$ cat config.mk
export PLATFORM = sky130hd
export DESIGN_NAME = node_coh_ctrl
export DESIGN_NICKNAME = d
export VERILOG_FILES = /design/src/rtl/coh_pkg.sv /design/src/rtl/coh_line_store.sv /design/src/rtl/coh_dir_resp.sv /design/src/rtl/coh_cpu_fsm.sv /design/src/rtl/node_coh_ctrl.sv
export SDC_FILE = /design/constraint.sdc
export NUM_CORES = 1
export LEC_CHECK = 0
export ABC_AREA = 1
export CAP_MARGIN = 20
export CELL_PAD_IN_SITES_DETAIL_PLACEMENT = 1
export CELL_PAD_IN_SITES_GLOBAL_PLACEMENT = 1
export CORE_MARGIN = 2
export CORE_UTILIZATION = 35
export DETAILED_ROUTE_END_ITERATION = 8
export DONT_BUFFER_PORTS = 1
export HOLD_SLACK_MARGIN = 0.15
export PLACE_DENSITY_LB_ADDON = 0.15
export SYNTH_ARGS = -nofsm -noshare
export SYNTH_HDL_FRONTEND = slang
export SYNTH_SLANG_ARGS = --single-unit
$ cat constraint.sdc
create_clock -name clk -period 11.54 [get_ports clk]
set_clock_uncertainty 0.2 [all_clocks]
set_input_delay 0 -clock clk [delete_from_list [all_inputs] [get_ports clk]]
set_output_delay 0 -clock clk [all_outputs]
set_load 0.01 [all_outputs]
$ cat src/rtl/coh_pkg.sv
package coh_pkg;
  typedef enum logic [1:0] {
    LS_INV = 2'd0,
    LS_SHR = 2'd1,
    LS_EXC = 2'd2
  } line_st_e;

  typedef enum logic [2:0] {
    MO_RD_MISS = 3'd0,
    MO_WR_MISS = 3'd1,
    MO_WRBACK  = 3'd2,
    MO_DATA    = 3'd3,
    MO_ACK     = 3'd4
  } msg_kind_e;

  localparam logic [1:0] DK_INV       = 2'd0;
  localparam logic [1:0] DK_FETCH     = 2'd1;
  localparam logic [1:0] DK_FETCH_INV = 2'd2;

  typedef enum logic [1:0] {
    FS_IDLE = 2'd0,
    FS_SEND = 2'd1,
    FS_WAIT = 2'd2
  } fsm_st_e;
endpackage

$ cat src/rtl/coh_line_store.sv
module coh_line_store
  import coh_pkg::*;
#(
  parameter int NLINES = 16,
  parameter int TAG_W  = 8,
  parameter int DATA_W = 32,
  localparam int IDX_W = $clog2(NLINES)
) (
  input  logic              clk,
  input  logic              rst,
  input  logic [IDX_W-1:0]  c_idx,
  output line_st_e          c_st,
  output logic [TAG_W-1:0]  c_tag,
  output logic [DATA_W-1:0] c_data,
  input  logic [IDX_W-1:0]  d_idx,
  output line_st_e          d_st,
  output logic [TAG_W-1:0]  d_tag,
  output logic [DATA_W-1:0] d_data,
  input  logic              a_we_st,
  input  logic              a_we_td,
  input  logic [IDX_W-1:0]  a_idx,
  input  line_st_e          a_st,
  input  logic [TAG_W-1:0]  a_tag,
  input  logic [DATA_W-1:0] a_data,
  input  logic              b_we_st,
  input  logic [IDX_W-1:0]  b_idx,
  input  line_st_e          b_st
);
  line_st_e          st_q   [NLINES];
  logic [TAG_W-1:0]  tag_q  [NLINES];
  logic [DATA_W-1:0] data_q [NLINES];

  // State bits need reset and two writers; port A wins on the same index.
  for (genvar i = 0; i < NLINES; i++) begin : g_state
    always_ff @(posedge clk) begin
      if (rst)
        st_q[i] <= LS_INV;
      else if (a_we_st && a_idx == IDX_W'(i))
        st_q[i] <= a_st;
      else if (b_we_st && b_idx == IDX_W'(i))
        st_q[i] <= b_st;
    end
  end

  // Tag and data: one writer, no reset, so they map onto RAM.
  always_ff @(posedge clk) begin
    if (a_we_td) begin
      tag_q[a_idx]  <= a_tag;
      data_q[a_idx] <= a_data;
    end
  end

  assign c_st   = st_q[c_idx];
  assign c_tag  = tag_q[c_idx];
  assign c_data = data_q[c_idx];
  assign d_st   = st_q[d_idx];
  assign d_tag  = tag_q[d_idx];
  assign d_data = data_q[d_idx];
endmodule

$ cat src/rtl/coh_dir_resp.sv
module coh_dir_resp
  import coh_pkg::*;
#(
  parameter int TAG_W  = 8,
  parameter int DATA_W = 32
) (
  input  logic              req_valid,
  input  logic [1:0]        req_kind,
  input  logic [TAG_W-1:0]  req_tag,
  input  line_st_e          d_st,
  input  logic [TAG_W-1:0]  d_tag,
  input  logic [DATA_W-1:0] d_data,
  output msg_kind_e         resp_kind,
  output logic [DATA_W-1:0] resp_data,
  output logic              st_we,
  output line_st_e          st_new
);
  logic present;
  logic st_chg;

  assign present = (d_st != LS_INV) && (d_tag == req_tag);

  always_comb begin
    resp_kind = MO_ACK;
    resp_data = '0;
    st_chg    = 1'b0;
    st_new    = d_st;
    case (req_kind)
      DK_INV: begin
        if (present) begin
          st_chg = 1'b1;
          st_new = LS_INV;
        end
      end
      DK_FETCH: begin
        if (present && d_st == LS_EXC) begin
          resp_kind = MO_DATA;
          resp_data = d_data;
          st_chg    = 1'b1;
          st_new    = LS_SHR;
        end
      end
      DK_FETCH_INV: begin
        if (present) begin
          st_chg = 1'b1;
          st_new = LS_INV;
          if (d_st == LS_EXC) begin
            resp_kind = MO_DATA;
            resp_data = d_data;
          end
        end
      end
      default: ;
    endcase
  end

  assign st_we = req_valid && st_chg;
endmodule

$ cat src/rtl/coh_cpu_fsm.sv
module coh_cpu_fsm
  import coh_pkg::*;
#(
  parameter int ADDR_W = 12,
  parameter int DATA_W = 32,
  parameter int IDX_W  = 4,
  localparam int TAG_W = ADDR_W - IDX_W
) (
  input  logic              clk,
  input  logic              rst,
  input  logic              cpu_valid,
  input  logic              cpu_we,
  input  logic [ADDR_W-1:0] cpu_addr,
  input  logic [DATA_W-1:0] cpu_wdata,
  input  logic              done_q,
  input  logic              chan_busy,
  output logic [IDX_W-1:0]  look_idx,
  input  line_st_e          look_st,
  input  logic [TAG_W-1:0]  look_tag,
  input  logic [DATA_W-1:0] look_data,
  input  logic              fill_valid,
  input  logic [DATA_W-1:0] fill_data,
  output logic              msg_want,
  output msg_kind_e         msg_kind,
  output logic [ADDR_W-1:0] msg_addr,
  output logic [DATA_W-1:0] msg_data,
  output logic              wr_st,
  output logic              wr_td,
  output line_st_e          wr_state,
  output logic [TAG_W-1:0]  wr_tag,
  output logic [DATA_W-1:0] wr_data,
  output logic              done_set,
  output logic [DATA_W-1:0] rdata_val,
  output logic              stall_next
);
  fsm_st_e           cur, nxt;
  logic              lat_we;
  logic [ADDR_W-1:0] lat_addr;
  logic [DATA_W-1:0] lat_wdata;
  logic              lat_load;
  logic [ADDR_W-1:0] sel_addr;
  logic              tag_hit;
  logic              perm_ok;

  assign sel_addr = (cur == FS_IDLE) ? cpu_addr : lat_addr;
  assign look_idx = sel_addr[IDX_W-1:0];
  assign tag_hit  = (look_tag == sel_addr[ADDR_W-1:IDX_W]);
  assign perm_ok  = cpu_we ? (look_st == LS_EXC && tag_hit)
                           : (look_st != LS_INV && tag_hit);

  always_comb begin
    nxt       = cur;
    lat_load  = 1'b0;
    msg_want  = 1'b0;
    msg_kind  = MO_RD_MISS;
    msg_addr  = lat_addr;
    msg_data  = '0;
    wr_st     = 1'b0;
    wr_td     = 1'b0;
    wr_state  = LS_INV;
    wr_tag    = sel_addr[ADDR_W-1:IDX_W];
    wr_data   = cpu_wdata;
    done_set  = 1'b0;
    rdata_val = look_data;
    case (cur)
      FS_IDLE: begin
        if (cpu_valid && !done_q && !chan_busy) begin
          if (perm_ok) begin
            done_set = 1'b1;
            if (cpu_we) begin
              wr_st    = 1'b1;
              wr_td    = 1'b1;
              wr_state = LS_EXC;
            end
          end else begin
            lat_load = 1'b1;
            msg_want = 1'b1;
            if (look_st == LS_EXC && !tag_hit) begin
              msg_kind = MO_WRBACK;
              msg_addr = {look_tag, look_idx};
              msg_data = look_data;
              wr_st    = 1'b1;
              wr_state = LS_INV;
              nxt      = FS_SEND;
            end else begin
              msg_kind = cpu_we ? MO_WR_MISS : MO_RD_MISS;
              msg_addr = cpu_addr;
              nxt      = FS_WAIT;
            end
          end
        end
      end
      FS_SEND: begin
        if (!chan_busy) begin
          msg_want = 1'b1;
          msg_kind = lat_we ? MO_WR_MISS : MO_RD_MISS;
          nxt      = FS_WAIT;
        end
      end
      FS_WAIT: begin
        if (fill_valid) begin
          wr_st     = 1'b1;
          wr_td     = 1'b1;
          wr_state  = lat_we ? LS_EXC : LS_SHR;
          wr_data   = lat_we ? lat_wdata : fill_data;
          rdata_val = fill_data;
          done_set  = 1'b1;
          nxt       = FS_IDLE;
        end
      end
      default: nxt = FS_IDLE;
    endcase
  end

  assign stall_next = (nxt != FS_IDLE);

  always_ff @(posedge clk) begin
    if (rst) begin
      cur       <= FS_IDLE;
      lat_we    <= 1'b0;
      lat_addr  <= '0;
      lat_wdata <= '0;
    end else begin
      cur <= nxt;
      if (lat_load) begin
        lat_we    <= cpu_we;
        lat_addr  <= cpu_addr;
        lat_wdata <= cpu_wdata;
      end
    end
  end
endmodule

$ cat src/rtl/node_coh_ctrl.sv
module node_coh_ctrl
  import coh_pkg::*;
#(
  parameter int NLINES = 16,
  parameter int ADDR_W = 12,
  parameter int DATA_W = 32
) (
  input  logic              clk,
  input  logic              rst,
  input  logic              cpu_req_valid,
  input  logic              cpu_req_we,
  input  logic [ADDR_W-1:0] cpu_req_addr,
  input  logic [DATA_W-1:0] cpu_req_wdata,
  output logic              cpu_stall,
  output logic              cpu_done,
  output logic [DATA_W-1:0] cpu_rdata,
  output logic              msg_out_valid,
  output logic [2:0]        msg_out_kind,
  output logic [ADDR_W-1:0] msg_out_addr,
  output logic [DATA_W-1:0] msg_out_data,
  input  logic              fill_valid,
  input  logic [DATA_W-1:0] fill_data,
  input  logic              dir_req_valid,
  input  logic [1:0]        dir_req_kind,
  input  logic [ADDR_W-1:0] dir_req_addr
);
  localparam int IDX_W = $clog2(NLINES);
  localparam int TAG_W = ADDR_W - IDX_W;

  logic [IDX_W-1:0]  c_idx;
  line_st_e          c_st, d_st;
  logic [TAG_W-1:0]  c_tag, d_tag;
  logic [DATA_W-1:0] c_data, d_data;

  logic              f_msg_want;
  msg_kind_e         f_msg_kind;
  logic [ADDR_W-1:0] f_msg_addr;
  logic [DATA_W-1:0] f_msg_data;
  logic              f_wr_st, f_wr_td;
  line_st_e          f_wr_state;
  logic [TAG_W-1:0]  f_wr_tag;
  logic [DATA_W-1:0] f_wr_data;
  logic              f_done_set;
  logic [DATA_W-1:0] f_rdata;
  logic              f_stall_next;

  msg_kind_e         r_kind;
  logic [DATA_W-1:0] r_data;
  logic              r_st_we;
  line_st_e          r_st_new;

  coh_line_store #(
    .NLINES(NLINES), .TAG_W(TAG_W), .DATA_W(DATA_W)
  ) u_lines (
    .clk    (clk),
    .rst    (rst),
    .c_idx  (c_idx),
    .c_st   (c_st),
    .c_tag  (c_tag),
    .c_data (c_data),
    .d_idx  (dir_req_addr[IDX_W-1:0]),
    .d_st   (d_st),
    .d_tag  (d_tag),
    .d_data (d_data),
    .a_we_st(f_wr_st),
    .a_we_td(f_wr_td),
    .a_idx  (c_idx),
    .a_st   (f_wr_state),
    .a_tag  (f_wr_tag),
    .a_data (f_wr_data),
    .b_we_st(r_st_we),
    .b_idx  (dir_req_addr[IDX_W-1:0]),
    .b_st   (r_st_new)
  );

  coh_dir_resp #(
    .TAG_W(TAG_W), .DATA_W(DATA_W)
  ) u_dir (
    .req_valid(dir_req_valid),
    .req_kind (dir_req_kind),
    .req_tag  (dir_req_addr[ADDR_W-1:IDX_W]),
    .d_st     (d_st),
    .d_tag    (d_tag),
    .d_data   (d_data),
    .resp_kind(r_kind),
    .resp_data(r_data),
    .st_we    (r_st_we),
    .st_new   (r_st_new)
  );

  coh_cpu_fsm #(
    .ADDR_W(ADDR_W), .DATA_W(DATA_W), .IDX_W(IDX_W)
  ) u_fsm (
    .clk       (clk),
    .rst       (rst),
    .cpu_valid (cpu_req_valid),
    .cpu_we    (cpu_req_we),
    .cpu_addr  (cpu_req_addr),
    .cpu_wdata (cpu_req_wdata),
    .done_q    (cpu_done),
    .chan_busy (dir_req_valid),
    .look_idx  (c_idx),
    .look_st   (c_st),
    .look_tag  (c_tag),
    .look_data (c_data),
    .fill_valid(fill_valid),
    .fill_data (fill_data),
    .msg_want  (f_msg_want),
    .msg_kind  (f_msg_kind),
    .msg_addr  (f_msg_addr),
    .msg_data  (f_msg_data),
    .wr_st     (f_wr_st),
    .wr_td     (f_wr_td),
    .wr_state  (f_wr_state),
    .wr_tag    (f_wr_tag),
    .wr_data   (f_wr_data),
    .done_set  (f_done_set),
    .rdata_val (f_rdata),
    .stall_next(f_stall_next)
  );

  // Registered outputs; directory replies own the channel when present.
  always_ff @(posedge clk) begin
    if (rst) begin
      cpu_stall     <= 1'b0;
      cpu_done      <= 1'b0;
      cpu_rdata     <= '0;
      msg_out_valid <= 1'b0;
      msg_out_kind  <= 3'd0;
      msg_out_addr  <= '0;
      msg_out_data  <= '0;
    end else begin
      cpu_stall     <= f_stall_next;
      cpu_done      <= f_done_set;
      if (f_done_set) cpu_rdata <= f_rdata;
      msg_out_valid <= dir_req_valid || f_msg_want;
      if (dir_req_valid) begin
        msg_out_kind <= r_kind;
        msg_out_addr <= dir_req_addr;
        msg_out_data <= r_data;
      end else begin
        msg_out_kind <= f_msg_kind;
        msg_out_addr <= f_msg_addr;
        msg_out_data <= f_msg_data;
      end
    end
  end
endmodule

# ---- Word level (Yosys, flattened, before mapping)
# Memories as Yosys holds them, arrays and structs flattened.
# Cells that the tools add are included.
dict set report classes {
  n_eq_ne 38
  muxes 215
  bitwise_logic 32
  reduce_logical 52
}
# operator count
set ops {}
lappend ops {{32-bit 2-to-1 mux} 13}
lappend ops {{1-bit 2-to-1 mux} 134}
lappend ops {{2-bit 2-to-1 mux} 44}
lappend ops {{12-bit 2-to-1 mux} 6}
lappend ops {{4-bit equality test (second input constant)} 16}
lappend ops {{32-bit case mux with 2 select lines} 1}
lappend ops {{1-bit logical AND} 40}
lappend ops {{4-bit by 3-bit equality test with 1-bit output (second input constant)} 8}
lappend ops {{1-bit OR} 32}
lappend ops {{3-bit 2-to-1 mux} 7}
lappend ops {{4-bit by 2-bit equality test with 1-bit output (second input constant)} 4}
lappend ops {{8-bit equality test} 2}
lappend ops {{3-bit case mux with 2 select lines} 2}
lappend ops {{1-bit case mux with 2 select lines} 5}
lappend ops {{2-bit equality test (second input constant)} 4}
lappend ops {{4-bit by 1-bit equality test with 1-bit output (second input constant)} 2}
lappend ops {{4-bit logical NOT} 2}
lappend ops {{2-bit case mux with 2 select lines} 2}
lappend ops {{2-bit case mux with 3 select lines} 1}
lappend ops {{2-bit nonzero test} 3}
lappend ops {{2-bit by 1-bit equality test with 1-bit output (second input constant)} 2}
lappend ops {{2-bit logical NOT} 2}
lappend ops {{1-bit logical NOT} 3}
lappend ops {{2-bit OR reduction} 1}
lappend ops {{1-bit logical OR} 1}
dict set report totals {
  reg_bits 129
  mem_bits_rw 672
  input_bits 96
  output_inout_bits 82
  memories 3
}
# memory depth word_bits rd rd_clocked_by_memory_dff write_ports line_no
set memory_table {}
lappend memory_table {u_lines.data_q 16 32 2 0 1 coh_line_store.sv:31} ;# logic [DATA_W-1:0] data_q [NLINES];
lappend memory_table {u_lines.tag_q 16 8 2 0 1 coh_line_store.sv:30} ;# logic [TAG_W-1:0] tag_q [NLINES];
lappend memory_table {u_lines.st_q 16 2 2 0 16 coh_line_store.sv:29} ;# line_st_e st_q [NLINES];

# ---- Logic depth before layout (Yosys ltp)
# An unclocked memory read counts as a cell.
dict set report logic_depth {
  ltp_word 16
  depth_mapped 25
}

# ---- By module
# A second synthesis with hierarchy kept.
dict set report hier_totals {
  cells_unflattened 5850
  area_unflattened_um2 44203.6
}
# mod instances cells_each area_each_um2 seq_area_each_um2
set modules_own_cells {}
lappend modules_own_cells {coh_line_store 1 4476 36264.8 20179.4}
lappend modules_own_cells {coh_cpu_fsm 1 724 3920.0 940.9}
lappend modules_own_cells {node_coh_ctrl 1 510 3348.2 1641.6}
lappend modules_own_cells {coh_dir_resp 1 140 670.6 0.0}

# ---- Worst setup path before layout
# No wires, ideal clock.
dict set report synth_timing {
  kind {reg-to-reg}
  startpoint {reg u_fsm.cur[0]}
  endpoint {mem u_lines.data_q[0][0], enable pin}
  setup_time_ns 0.487
  arrival_time_ns 5.192
  required_time_ns 10.853
  path_slack_ns 5.662
  stages_incl_launch_ff 14
  n_path_buf 2
  path_cell_list {dfxtp_1 inv_1 nand2_2 clkbuf_1 o21ai_0 o21ai_0 nand2_1 nand2_1 nor2_4 nand4_2 nand2_1 inv_1 buf_2 nor3_1}
}
dict set report synth_via {
  elab_cells_between_ends 16
  cone_classes {eq/ne: 3; mux: 7; reduce/logical: 4; memory: 2}
}
# element line_no
set synth_lines {}
lappend synth_lines {{start: declaration} coh_cpu_fsm.sv:36} ;# fsm_st_e cur, nxt;
lappend synth_lines {{start signal: assignment} coh_cpu_fsm.sv:124} ;# cur <= nxt;
lappend synth_lines {{2-bit logical NOT *} coh_cpu_fsm.sv:45} ;# assign sel_addr = (cur == FS_IDLE) ? cpu_addr : lat_addr;
lappend synth_lines {{12-bit 2-to-1 mux *} coh_cpu_fsm.sv:45}
lappend synth_lines {{net f_wr_tag[0]} node_coh_ctrl.sv:41} ;# logic [TAG_W-1:0] f_wr_tag;
lappend synth_lines {{8-bit equality test *} coh_cpu_fsm.sv:47} ;# assign tag_hit = (look_tag == sel_addr[ADDR_W-1:IDX_W]);
lappend synth_lines {{1-bit logical AND, on equally long branches} {coh_cpu_fsm.sv:49, coh_cpu_fsm.sv:48}}
lappend synth_lines {{1-bit 2-to-1 mux *} coh_cpu_fsm.sv:48} ;# assign perm_ok = cpu_we ? (look_st == LS_EXC && tag_hit)
lappend synth_lines {{1-bit 2-to-1 mux *} coh_cpu_fsm.sv:68} ;# if (perm_ok) begin
lappend synth_lines {{1-bit 2-to-1 mux *} coh_cpu_fsm.sv:67} ;# if (cpu_valid && !done_q && !chan_busy) begin
lappend synth_lines {{1-bit case mux with 2 select lines *} coh_cpu_fsm.sv:65} ;# case (cur)
lappend synth_lines {{1-bit 2-to-1 mux *} coh_line_store.sv:47} ;# if (a_we_td) begin
lappend synth_lines {{1-bit 2-to-1 mux (implied by the code) *} coh_line_store.sv:49} ;# data_q[a_idx] <= a_data;
lappend synth_lines {{end: declaration} coh_line_store.sv:31}
# Mark *: on every way through the listed nets, which the timed path passes. The rest lies on a longest branch.

# ---- Worst setup path in the final report
dict set report layout_timing {
  startpoint {reg u_fsm.cur[1]}
  endpoint {mem u_lines.data_q[8][18], enable pin}
}
dict set report layout_via {
  elab_chain_cells 11
  elab_cells_between_ends 16
  cone_classes {eq/ne: 3; mux: 7; reduce/logical: 4; memory: 2}
}
# element line_no
set layout_rtl {}
lappend layout_rtl {{2-bit logical NOT} {coh_cpu_fsm.sv:45, coh_cpu_fsm.sv:65}}
lappend layout_rtl {{12-bit 2-to-1 mux} coh_cpu_fsm.sv:45}
lappend layout_rtl {{memory 16 x 8 bit / memory 16 x 2 bit (equally long branches)} -}
lappend layout_rtl {{8-bit equality test, or another cell as far along} coh_cpu_fsm.sv:47}
lappend layout_rtl {{1-bit logical AND, on equally long branches} {coh_cpu_fsm.sv:49, coh_cpu_fsm.sv:48}}
lappend layout_rtl {{1-bit 2-to-1 mux} coh_cpu_fsm.sv:48}
lappend layout_rtl {{1-bit 2-to-1 mux} coh_cpu_fsm.sv:68}
lappend layout_rtl {{1-bit 2-to-1 mux} coh_cpu_fsm.sv:67}
lappend layout_rtl {{1-bit case mux with 2 select lines} coh_cpu_fsm.sv:65}
lappend layout_rtl {{1-bit 2-to-1 mux} coh_line_store.sv:47}
lappend layout_rtl {{1-bit 2-to-1 mux (implied by the code)} coh_line_store.sv:49}
# Parallel ways exist; a longest one is shown, timed or not.

==> metrics list <==
- The H-tree was split into 3 levels.
* Count of cells resized by post-cts repair: 0
- In the final timing run, aggregate negative setup slack is 0 ns.
- Crit path launch: u_fsm.cur[1]
- Launch point of the worst reg-to-reg path: u_fsm.cur[1]
* Overall fraction of global-route tracks in use: 27.6%
* R2r setup slk: 4.87 ns
* Clock transition at the registers of the reported paths: 0.06 ns
- Count of buffers added by post-CTS timing repair for setup: 0
* Mean number of vias per cell: 5.85
* Number of sinks on the clock net: 801
- Number of remaining DRC errors: 0
- In the final routed layout, each cell accounts on average for 28.8 um.
- Run status: complete, no violations
* Number of top-level design ports: 178
* Post-synth net total: 3799
* Synthesis-to-layout area growth: 17.3%
* Inserted Clock Buffers: 89
- First-pass detailed-route iteration total: 5
- In this run the critical register-to-register path is captured at u_lines.data_q[8][18].
* Clock period minus final worst setup slack: 6.67 ns
* Area of the core: 0.105 mm2
- Once detail routing completed, the nets flagged for antenna violations numbered 0.
- The net count of the finished layout is 3899.
- Vias: 30800
- CP Data Arrival Time: 6.76 ns
- For this design the ratio of total power to cell area is 179 mW/mm2.
- Counting flops and latches in the post-synthesis netlist gives 801.
- Number of violations reported at the end of detailed-routing iteration 0: 2553
- Max-slew headroom at the worst pin: 20.0%
- Antenna cell count: 0
- Synthesized instance count: 3699
- Routability-driven placement finished with a final weighted congestion of 0.846.
* Yosys warning count: 0
- Setup repair after global routing left no endpoint under its margin.
* Final Hold Viols: 0
- Count of buffers inserted at the top-level ports: 0
- Static timing analysis puts the maximum clock frequency at 150 MHz.
- The number of different library cells used by synthesis comes to 42.
- Critical path capture point type: register
- Non-filler instance count after layout: 5265
- Tot Pwr: 7730 uW
* Clock Tree Root: clkbuf_16
- After legalization and detailed placement, the total HPWL measured 87.8 mm.
- Effective utilization at floorplan: 35.2%
- The clock passes through at most 3 buffers.
* Number of standard-cell rows in the floorplan: 119
- Summed over all layers, the global routing overflow is 0.
- Fraction of the yosys area taken by sequential cells: 61.7%
* Worst Path Max Fanout: 58
- VDD IR max: 0.000139 V
* Die Span X: 329 um
- The count of pins over their slew limit came to 0.
- In the final layout, the share of cells above drive strength 1 is 7.67%.
* Pin count of the biggest net entering global routing: 139
- CTS tree: done
- The worst path uses 57.8% of the clock period.
- MaxCap Viol Count: 0
- In this run the worst hold path is classified as in -> reg.
* R2R depth: 17
- For the worst-skew pair, the clock arrives at the later sink with an insertion delay of 0.68 ns.
- At the worst endpoint, the required time is 11.64 ns.
- CTS Hold Buffers Added: 194
- The die covers 0.108 mm2.
- The analysis attributes to cell leakage a power of 0.0158 uW.
* Total Wirelength: 152 mm
* Vias in the first global route: 31500
- The critical path in this run is classified as reg -> reg.
* Transition time of the tightest slew-check pin: 1.20 ns
* Antenna violations before repair: 4
- The most critical setup path has its endpoint at u_lines.data_q[8][18].
* Synthesized area per cell: 9.98 um2
- Count of final setup violators: 0
- Including well taps, the total number of placed cells is 4903.
- The first global-routing pass estimated 219 mm of wire.
- Mapped cell area: 0.0369 mm2
- The worst setup path is launched from a register.
- Vert. Die Dim: 329 um
critical path, stage by stage (launching register included):
cell and delay, ns:
dfxtp_1 0.33, nor2_2 0.54, nand2_1 0.39, nand2_2 0.15, buf_4 0.54, nand2_4 0.63
inv_1 0.36, nand2_1 0.08, nand4_1 0.08, nand2_1 0.06, nand2_1 0.11, o21ai_0 0.11
nand2_1 0.16, nand4_2 0.18, nand2_1 0.10, inv_1 0.40, nor3_2 0.88, buf_4 0.81
power breakdown:
| group | internal (uW) | switching, uW | leakage (uW) |
|---|---|---|---|
| logic | 388 | 1110 | 0.00715 |
| registers | 3250 | 46.3 | 0.00714 |
| clock network | 1710 | 1230 | 0.00147 |
| total | 5350 | 2380 | 0.0158 |
state kept, by name, summed over array words and instances (netlist names):
signal           count
u_fsm.lat_wdata     32
msg_out_data        32
u_lines.data_q     512
msg_out_addr        12
u_fsm.lat_addr      12
msg_out_kind         3
msg_out_valid        1
u_fsm.lat_we         1
u_fsm.cur            2
u_lines.tag_q      128
cpu_done             1
cpu_stall            1
cpu_rdata           32
u_lines.st_q        32
kinds of logic (layout without fill, tap and decap cells):
logic type	count (synthesis)	count (layout)	synth area share [%]
fa+ha+maj	4	4	0.136
buf+inv	492	667	5.48
compound gates	1037	1037	17.3
flops	801	801	61.7
simple gates	1365	1365	15.4
synthesized netlist by cell type:
| cell | instances | area share, % |
|---|---|---|
| edfxtp_1 | 672 | 55 |
| o21ai_1 | 13 | 0.18 |
| o21ai_4 | 1 | 0.044 |
| o211ai_1 | 4 | 0.081 |
| or2_2 | 2 | 0.034 |
| ha_1 | 4 | 0.14 |
| a31oi_1 | 2 | 0.034 |
| o211a_1 | 1 | 0.027 |
| nand2_2 | 14 | 0.24 |
| inv_1 | 209 | 2.1 |
| inv_4 | 3 | 0.051 |
| nand4_2 | 1 | 0.034 |
| o221ai_1 | 64 | 1.5 |
| buf_2 | 49 | 0.66 |
| buf_6 | 6 | 0.18 |
| a21oi_2 | 2 | 0.047 |
| clkinv_1 | 4 | 0.041 |
| a32oi_1 | 1 | 0.024 |
| a221oi_1 | 36 | 0.85 |
| nor2_1 | 221 | 2.2 |
| o21ai_0 | 325 | 4.4 |
| nor2_4 | 5 | 0.15 |
| dfxtp_1 | 129 | 7.0 |
| buf_4 | 17 | 0.35 |
| a21oi_1 | 110 | 1.5 |
| nand3_1 | 182 | 2.5 |
| or2_0 | 1 | 0.017 |
| o22ai_1 | 391 | 6.6 |
| buf_1 | 30 | 0.31 |
| o21bai_1 | 11 | 0.22 |
| o21ai_2 | 1 | 0.024 |
| nand3_2 | 1 | 0.027 |
| nor3b_4 | 1 | 0.051 |
| nor2_2 | 5 | 0.085 |
| clkbuf_1 | 158 | 1.6 |
| a22oi_1 | 15 | 0.31 |
| nand2_1 | 845 | 8.6 |
| inv_2 | 16 | 0.16 |
| nor3_1 | 18 | 0.24 |
| o22a_1 | 60 | 1.4 |
| nand3b_1 | 19 | 0.39 |
| nand4_1 | 50 | 0.85 |
worst min path at each step:
stage	start	to	slack, ns	cells after the start
after global placement	rst	msg_out_data[19]	-0.11	1
final	cpu_req_addr[8]	u_lines.tag_q[10][4]	0.16	2
after CTS	dir_req_addr[1]	msg_out_kind[2]	0.15	12
after floorplan	cpu_req_addr[11]	u_fsm.lat_addr[11]	-0.06	2
after global routing	cpu_req_addr[8]	u_lines.tag_q[10][4]	0.17	2
after detailed placement	rst	msg_out_data[19]	-0.11	1
cells in the final DEF (no fill, tap or decap), types with 19 or more instances in the layout:
cell type / synthesis / layout
a221oi_1: 36 / 36
nor2_1: 221 / 217
clkbuf_1: 158 / 24
o22ai_1: 391 / 391
edfxtp_1: 672 / 672
a21oi_1: 110 / 110
clkbuf_16: 0 / 94
nand3_1: 182 / 182
inv_1: 209 / 207
nand3b_1: 19 / 19
dlygate4sd3_1: 0 / 193
o221ai_1: 64 / 64
dfxtp_1: 129 / 128
nand2_1: 845 / 837
o21ai_0: 325 / 322
o22a_1: 60 / 60
buf_4: 17 / 72
nand4_1: 50 / 50
layer usage:
metal  vias to the layer above  global-route usage, %  share of wire (%)
li1                      13700                      -                  -
met1                     15800                   35.8                 42
met2                      1039                   46.5                 48
met3                       293                   3.12                4.9
met4                         0                   12.3                4.8
met5                         -                      0                  0
final cells by class:
| cell class | instances | area, um2 |
|---|---|---|
| clock buffer | 130 | 2600 |
| clock inverter | 36 | 414 |
| fill | 11600 | 61700 |
| inverter | 232 | 891 |
| multi-input combinational | 2406 | 12300 |
| sequential | 801 | 22800 |
| tap | 1391 | 1740 |
| timing repair buffer | 269 | 2570 |
metrics by stage:
step,cell area (um2),setup WS [ns],utilization (%),hold slack [ns]
5_1_grt,43300,4.57,41.2,0.165
2_1_floorplan,36900,5.66,-,-0.0571
4_1_cts,43200,4.94,41.2,0.155
3_5_place_dp,38300,4.94,36.5,-0.105
6_report,43300,4.87,41.2,0.156
3_3_place_gp,38300,5.02,36.5,-0.109
No activity file was read; power rests on OpenSTA's default activity.
